`src/rtl/mtx_pkg.sv`:
```
package mtx_pkg;

  // Line phase: flat idle, header cells, data cells, end marker
  typedef enum logic [1:0] {
    ST_IDLE = 2'd0,
    ST_HDR  = 2'd1,
    ST_DATA = 2'd2,
    ST_SOI  = 2'd3
  } mtx_state_e;

endpackage

```
`src/rtl/mtx_seq.sv`:
```
module mtx_seq
  import mtx_pkg::*;
#(
  parameter int HDR_BITS   = 64,
  parameter int NIB_W      = 4,
  parameter int SOI_HALVES = 4,
  parameter int CNT_W      = 7
) (
  input  logic             clk,
  input  logic             rst,
  input  logic             go_i,
  output mtx_state_e       st_q,
  output mtx_state_e       nxt_st,
  output logic [CNT_W-1:0] idx_q,
  output logic [CNT_W-1:0] nxt_idx,
  output logic             half_q,
  output logic             nxt_half,
  output logic             load_o,
  output logic             req_q
);

  localparam logic [CNT_W-1:0] HDR_LAST = CNT_W'(HDR_BITS - 1);
  localparam logic [CNT_W-1:0] NIB_LAST = CNT_W'(NIB_W - 1);
  localparam logic [CNT_W-1:0] SOI_LAST = CNT_W'(SOI_HALVES - 1);

  logic pend_q, nxt_pend;
  logic at_fetch, nxt_fetch;

  function automatic logic fetch_pt(mtx_state_e s, logic [CNT_W-1:0] i, logic h);
    return h && ((s == ST_HDR && i == HDR_LAST) || (s == ST_DATA && i == NIB_LAST));
  endfunction

  assign at_fetch  = fetch_pt(st_q, idx_q, half_q);
  assign nxt_fetch = fetch_pt(nxt_st, nxt_idx, nxt_half);

  always_comb begin
    nxt_st   = st_q;
    nxt_idx  = idx_q;
    nxt_half = half_q;
    nxt_pend = pend_q;
    load_o   = 1'b0;
    unique case (st_q)
      ST_IDLE: begin
        if (go_i || pend_q) begin
          nxt_st   = ST_HDR;
          nxt_idx  = '0;
          nxt_half = 1'b0;
          nxt_pend = 1'b0;
        end
      end
      ST_HDR, ST_DATA: begin
        if (!half_q) begin
          nxt_half = 1'b1;
        end else if (at_fetch) begin
          nxt_half = 1'b0;
          nxt_idx  = '0;
          if (go_i) begin
            nxt_st = ST_DATA;
            load_o = 1'b1;
          end else begin
            nxt_st = ST_SOI;
          end
        end else begin
          nxt_half = 1'b0;
          nxt_idx  = idx_q + 1'b1;
        end
      end
      ST_SOI: begin
        nxt_pend = pend_q | go_i;
        nxt_half = 1'b0;
        if (idx_q == SOI_LAST) begin
          nxt_st  = ST_IDLE;
          nxt_idx = '0;
        end else begin
          nxt_idx = idx_q + 1'b1;
        end
      end
      default: nxt_st = ST_IDLE;
    endcase
  end

  always_ff @(posedge clk) begin
    if (rst) begin
      st_q   <= ST_IDLE;
      idx_q  <= '0;
      half_q <= 1'b0;
      pend_q <= 1'b0;
      req_q  <= 1'b0;
    end else begin
      st_q   <= nxt_st;
      idx_q  <= nxt_idx;
      half_q <= nxt_half;
      pend_q <= nxt_pend;
      req_q  <= nxt_fetch;
    end
  end

  AST_REQ_PULSE: assert property (@(posedge clk) disable iff (rst)
    req_q |=> !req_q);

  AST_REQ_AT_CELL_END: assert property (@(posedge clk) disable iff (rst)
    req_q |-> (half_q && (st_q == ST_HDR || st_q == ST_DATA)));

  AST_SOI_EXIT: assert property (@(posedge clk) disable iff (rst)
    (st_q == ST_SOI && idx_q == SOI_LAST) |=> (st_q == ST_IDLE));

  AST_HELD_START: assert property (@(posedge clk) disable iff (rst)
    (st_q == ST_IDLE && pend_q) |=> (st_q == ST_HDR));

endmodule

```
`src/rtl/mtx_nib.sv`:
```
module mtx_nib #(
  parameter int NIB_W = 4,
  parameter int SEL_W = 2
) (
  input  logic             clk,
  input  logic             rst,
  input  logic             load_i,
  input  logic [NIB_W-1:0] nib_i,
  input  logic [SEL_W-1:0] sel_i,
  output logic             bit_o
);

  logic [NIB_W-1:0] hold_q;

  always_ff @(posedge clk) begin
    if (rst) begin
      hold_q <= '0;
    end else if (load_i) begin
      hold_q <= nib_i;
    end
  end

  // Bypass so bit 0 of a freshly pulled nibble goes out at the load edge
  assign bit_o = load_i ? nib_i[sel_i] : hold_q[sel_i];

endmodule

```
`src/rtl/mtx_line.sv`:
```
module mtx_line
  import mtx_pkg::*;
(
  input  logic       clk,
  input  logic       rst,
  input  mtx_state_e nxt_st,
  input  logic       nxt_half,
  input  logic       nxt_bit,
  output logic       line_q,
  output logic       busy_q
);

  logic lvl;

  always_comb begin
    unique case (nxt_st)
      ST_IDLE:         lvl = 1'b0;
      ST_SOI:          lvl = 1'b1;
      ST_HDR, ST_DATA: lvl = nxt_half ? nxt_bit : ~nxt_bit;
      default:         lvl = 1'b0;
    endcase
  end

  always_ff @(posedge clk) begin
    if (rst) begin
      line_q <= 1'b0;
      busy_q <= 1'b0;
    end else begin
      line_q <= lvl;
      busy_q <= (nxt_st != ST_IDLE);
    end
  end

endmodule

```
`src/rtl/manchester_tx.sv`:
```
module manchester_tx
  import mtx_pkg::*;
#(
  parameter int PRE_BITS   = 62,
  parameter int SFD_BITS   = 2,
  parameter int SOI_BITS   = 2,
  parameter int NIB_W      = 4
) (
  input  logic             clk,
  input  logic             rst,
  input  logic             frame_go,
  input  logic [NIB_W-1:0] nib_data,
  output logic             nib_pull,
  output logic             line_q,
  output logic             line_busy
);

  localparam int HDR_BITS   = PRE_BITS + SFD_BITS;
  localparam int SOI_HALVES = 2 * SOI_BITS;
  localparam int CNT_W      = $clog2(HDR_BITS + 1);
  localparam int SEL_W      = (NIB_W > 1) ? $clog2(NIB_W) : 1;
  localparam logic [CNT_W-1:0] PRE_END = CNT_W'(PRE_BITS);

  mtx_state_e       st_q, nxt_st;
  logic [CNT_W-1:0] idx_q, nxt_idx;
  logic             half_q, nxt_half, load;
  logic             hdr_bit, dat_bit, cell_bit;

  mtx_seq #(
    .HDR_BITS  (HDR_BITS),
    .NIB_W     (NIB_W),
    .SOI_HALVES(SOI_HALVES),
    .CNT_W     (CNT_W)
  ) u_seq (
    .clk     (clk),
    .rst     (rst),
    .go_i    (frame_go),
    .st_q    (st_q),
    .nxt_st  (nxt_st),
    .idx_q   (idx_q),
    .nxt_idx (nxt_idx),
    .half_q  (half_q),
    .nxt_half(nxt_half),
    .load_o  (load),
    .req_q   (nib_pull)
  );

  mtx_nib #(
    .NIB_W(NIB_W),
    .SEL_W(SEL_W)
  ) u_nib (
    .clk   (clk),
    .rst   (rst),
    .load_i(load),
    .nib_i (nib_data),
    .sel_i (nxt_idx[SEL_W-1:0]),
    .bit_o (dat_bit)
  );

  // Header: alternating from 1 up to PRE_BITS, then all ones for the delimiter
  assign hdr_bit  = (nxt_idx < PRE_END) ? ~nxt_idx[0] : 1'b1;
  assign cell_bit = (nxt_st == ST_HDR) ? hdr_bit : dat_bit;

  mtx_line u_line (
    .clk     (clk),
    .rst     (rst),
    .nxt_st  (nxt_st),
    .nxt_half(nxt_half),
    .nxt_bit (cell_bit),
    .line_q  (line_q),
    .busy_q  (line_busy)
  );

  AST_IDLE_FLAT: assert property (@(posedge clk) disable iff (rst)
    (st_q == ST_IDLE) |-> (!line_q && !line_busy));

  AST_START_CLEAN: assert property (@(posedge clk) disable iff (rst)
    $rose(line_busy) |-> (st_q == ST_HDR && idx_q == '0 && !half_q));

  AST_MID_EDGE: assert property (@(posedge clk) disable iff (rst)
    ((st_q == ST_HDR || st_q == ST_DATA) && half_q) |-> (line_q != $past(line_q)));

  AST_SOI_FLAT: assert property (@(posedge clk) disable iff (rst)
    (st_q == ST_SOI) |-> (line_q && line_busy));

  AST_LOAD_AT_PULL: assert property (@(posedge clk) disable iff (rst)
    load |-> nib_pull);

endmodule

```
`config.mk`:
```
export PLATFORM = sky130hd
export DESIGN_NAME = manchester_tx
export DESIGN_NICKNAME = d
export VERILOG_FILES = /design/src/rtl/mtx_pkg.sv /design/src/rtl/mtx_seq.sv /design/src/rtl/mtx_nib.sv /design/src/rtl/mtx_line.sv /design/src/rtl/manchester_tx.sv
export SDC_FILE = /design/constraint.sdc
export NUM_CORES = 1
export LEC_CHECK = 0
export ABC_AREA = 0
export BUFFER_PORTS_ARGS = -buffer_cell sky130_fd_sc_hd__buf_2
export CAP_MARGIN = 25
export CORE_MARGIN = 10
export CORE_UTILIZATION = 55
export CTS_BUF_LIST = sky130_fd_sc_hd__clkbuf_16
export CTS_CLUSTER_DIAMETER = 30
export DETAILED_ROUTE_END_ITERATION = 16
export GPL_TIMING_DRIVEN = 0
export PLACE_DENSITY = 0.81
export SLEW_MARGIN = 10
export SYNTH_ARGS = -nofsm -noshare
export SYNTH_HDL_FRONTEND = slang
export SYNTH_SLANG_ARGS = --single-unit
```
`constraint.sdc`:
```
create_clock -name clk -period 3.7 [get_ports clk]
set_input_delay 0.37 -clock clk [delete_from_list [all_inputs] [get_ports clk]]
set_output_delay 0.37 -clock clk [all_outputs]
set_load 0.005 [all_outputs]
```
==> results_dict.tcl <==
set metrics [dict create \
    outcome "finished, final reports clean" \
    hold_path_depth 3 \
    cts_sinks 18 \
    crit_path_start_kind "flop" \
    yosysSeqAreaShare_pct 27.9 \
    synth_edf_count 0 \
    worst-path-buf-inv 1 \
    fp.dieH_um 68.5 \
    reg2reg_from "u_seq.idx_q[0]$_SDFF_PP0_" \
    async_flop_share_pct 0 \
    syn_area_per_cell_sq_um 8.45 \
    syn_inst 153 \
    setup_viol 0 \
    final_util_pct 65.4 \
    fmax_mhz 293 \
    ant_nets 0 \
    dpl.hpwl_um 2330 \
    multiInputGateArea_sq_um 870 \
    antenna_found_initial 0 \
    dpl-instance-area_sq_um 1370 \
    fin_skew_ps 3.10 \
    crit_chain "ha_2 > nand3_1 > nor4_4 > o21a_1 > o21bai_1 > a21oi_1 > a21oi_2 > inv_1 > ha_1 > o21ai_0 > nor4_2 > nand3_1 > mux2i_1 > a311oi_1" \
    crit_top_cell "nand3_1" \
    seqCellArea_sq_um 360 \
    vias 1185 \
    reg2reg_setup_slack_ps 290 \
    ctsHoldBuffers 0 \
    synthDistinctLibCells 48 \
    end_kind "flop" \
    clock_latency_ps 250 \
    most-common-layout-cells "19 x nor2_1, 18 x dfxtp_1, 12 x nand2_1, 12 x a21oi_1, 10 x inv_1" \
    min_to "u_nib.hold_q[0]$_SDFFE_PP0P_" \
    final_area_sq_um 1460 \
    grt_first_pass_wirelength_um 5450 \
    tightestPinTransition_ps 479 \
    finalWeightedCongestion 0.895 \
    syn_area_sq_um 1290 \
    grt_max_degree 11 \
    layout_min_cycle_time_ps 3410 \
    routed_wl_um 3180 \
    drive_gt1_share_pct 18.1 \
    drt-pass1-iter-count 4 \
    yosys_warnings 0 \
    finalHoldViolCount 0 \
    drt_iter0_drc 106 \
    fp.dieW_um 68.5 \
    htree_levels 1 \
    cts_tree "built" \
    whs_ps 386 \
    io_buffers 8 \
    cp_data_required_time_ps 3860 \
    synth_ff_type "dfxtp_1" \
    fillCellCount 185 \
    min_path_type "in2reg" \
    power_density_nw_per_um2 364 \
    rsz0062_at_grt "no" \
    grtUsageTotal_pct 15.0 \
    area_growth_pct 13.0 \
    synth-seq-cells 18 \
    dp.cells 189 \
    slowest_stage "dfxtp_1" \
    worstPathMaxFanout 7 \
    critPathKind "reg2reg" \
    max_slew_margin_pct 68.0 \
    num_io_pins 10 \
    peakVddDrop_uv 357 \
    place_ws_ps 265 \
    drc 0 \
    core_area_sq_um 2230 \
    fin_setup_tns_ps 0 \
    die-area_sq_um 4690 \
    min-delay-start "nib_data[0]" \
    fin_crit_sh_pct 92.2 \
    r2r_end "u_line.line_q$_SDFF_PP0_" \
    routed_via_density 6.11 \
    drv_cap 0 \
    ctsLongestPathBuffers 2 \
    numCtsBuffers 3 \
    leakage_nw 0.593 \
    diodes 0 \
    wire_per_inst_um 16.4 \
    clk_pin_slew_ps 50 \
    cpLargestDelayFamily "simple AND/OR/NAND/NOR gates" \
    first_global_vias 1206 \
    report.final.slew_viol_count 0 \
    arrival_ps 3570 \
    ctsRootBufferMaster "clkbuf_16" \
    stdcell_count 194 \
    num_rows 17 \
    r2r.worst_path.cells 14 \
    worst_slack_ps 289 \
    cp_slowest_stage_delay_ps 490 \
    gr-total-overflow 0 \
    final_common_cell "nor2_1" \
    fin_nets 184 \
    p_total_uw 532 \
    start_util_pct 57.9 \
    synth_fp_nets 170 \
]
==> sequential cells by signal, indices dropped and copies added, names as in the netlist <==
| register | flops |
|---|---|
| u_seq.st_q | 2 |
| u_seq.idx_q | 7 |
| u_line.line_q | 1 |
| u_line.busy_q | 1 |
| u_seq.req_q | 1 |
| u_seq.half_q | 1 |
| u_seq.pend_q | 1 |
| u_nib.hold_q | 4 |
==> final cells by class <==
class / instances / share of cell area [%]
flip-flops and latches: 18 / 24.7
multi-input cells: 120 / 59.6
clock inverters: 1 / 0.257
well taps: 28 / 2.40
plain buffers: 5 / 2.14
clock buffers: 3 / 5.14
inverters: 10 / 2.57
repair buffers: 9 / 3.26
==> cells in the mapped netlist (2+ instances only) <==
cell	count	area share [%]
a21oi_1	13	5.0
mux2i_1	8	6.2
o21ai_0	5	1.9
nor2_1	19	5.5
nor4_2	2	1.9
ha_1	10	9.7
inv_1	10	2.9
o21a_1	2	1.2
nor3b_2	2	1.9
nor3_1	5	1.9
and3_1	3	1.5
nor4_1	2	0.97
nand2_1	12	3.5
nand3_1	6	2.3
clkbuf_1	2	0.58
nor2b_1	3	1.5
dfxtp_1	18	28
==> worst max-delay path by stage <==
stage	start	endpoint	slack [ps]	depth (start not counted)
2_1_floorplan	u_seq.idx_q[0]$_SDFF_PP0_	u_line.line_q$_SDFF_PP0_	770	15
3_3_place_gp	u_seq.idx_q[0]$_SDFF_PP0_	u_line.line_q$_SDFF_PP0_	350	15
3_5_place_dp	u_seq.idx_q[0]$_SDFF_PP0_	u_line.line_q$_SDFF_PP0_	260	15
4_1_cts	u_seq.idx_q[0]$_SDFF_PP0_	u_line.line_q$_SDFF_PP0_	230	15
5_1_grt	u_seq.idx_q[0]$_SDFF_PP0_	u_line.line_q$_SDFF_PP0_	10	15
6_report	u_seq.idx_q[0]$_SDFF_PP0_	u_line.line_q$_SDFF_PP0_	290	14
==> logic make-up (layout without fill, tap and decap cells) <==
| kind of cell | after synthesis | after routing | synth area share (%) |
|---|---|---|---|
| mux | 9 | 9 | 7.94 |
| fa+ha+maj | 10 | 10 | 9.68 |
| buf+inv | 15 | 28 | 5.32 |
| compound gates | 38 | 38 | 21.5 |
| flops | 18 | 18 | 27.9 |
| simple gates | 62 | 62 | 27.0 |
| xor+xnor | 1 | 1 | 0.678 |
==> worst min-delay path: stages <==
cell and delay (ps):
buf_2 80, mux2i_1 70, nor2_1 80
==> metal layers <==
metal	global-route usage, %	part of all wire (%)	vias to the layer above	routed length [um]
met1	17.1	43	568	1370
met3	3.43	4.9	3	157
met2	26.0	51	35	1630
met4	6.28	0.94	0	30
li1	-	-	579	-
met5	0	0	-	0
==> report_power, final <==
group | switching [mW] | total (mW) | internal [mW]
clock | 0.0742 | 0.218 | 0.144
sequential | 0.00501 | 0.206 | 0.201
combinational | 0.0682 | 0.108 | 0.0400
==> timing repair <==
item / 4_1_cts / 5_1_grt
buffers inserted: 0 / 1
resized for setup: 0 / 2
setup endpoints to repair: 0 / 1
(Power assumes the default switching activity.)
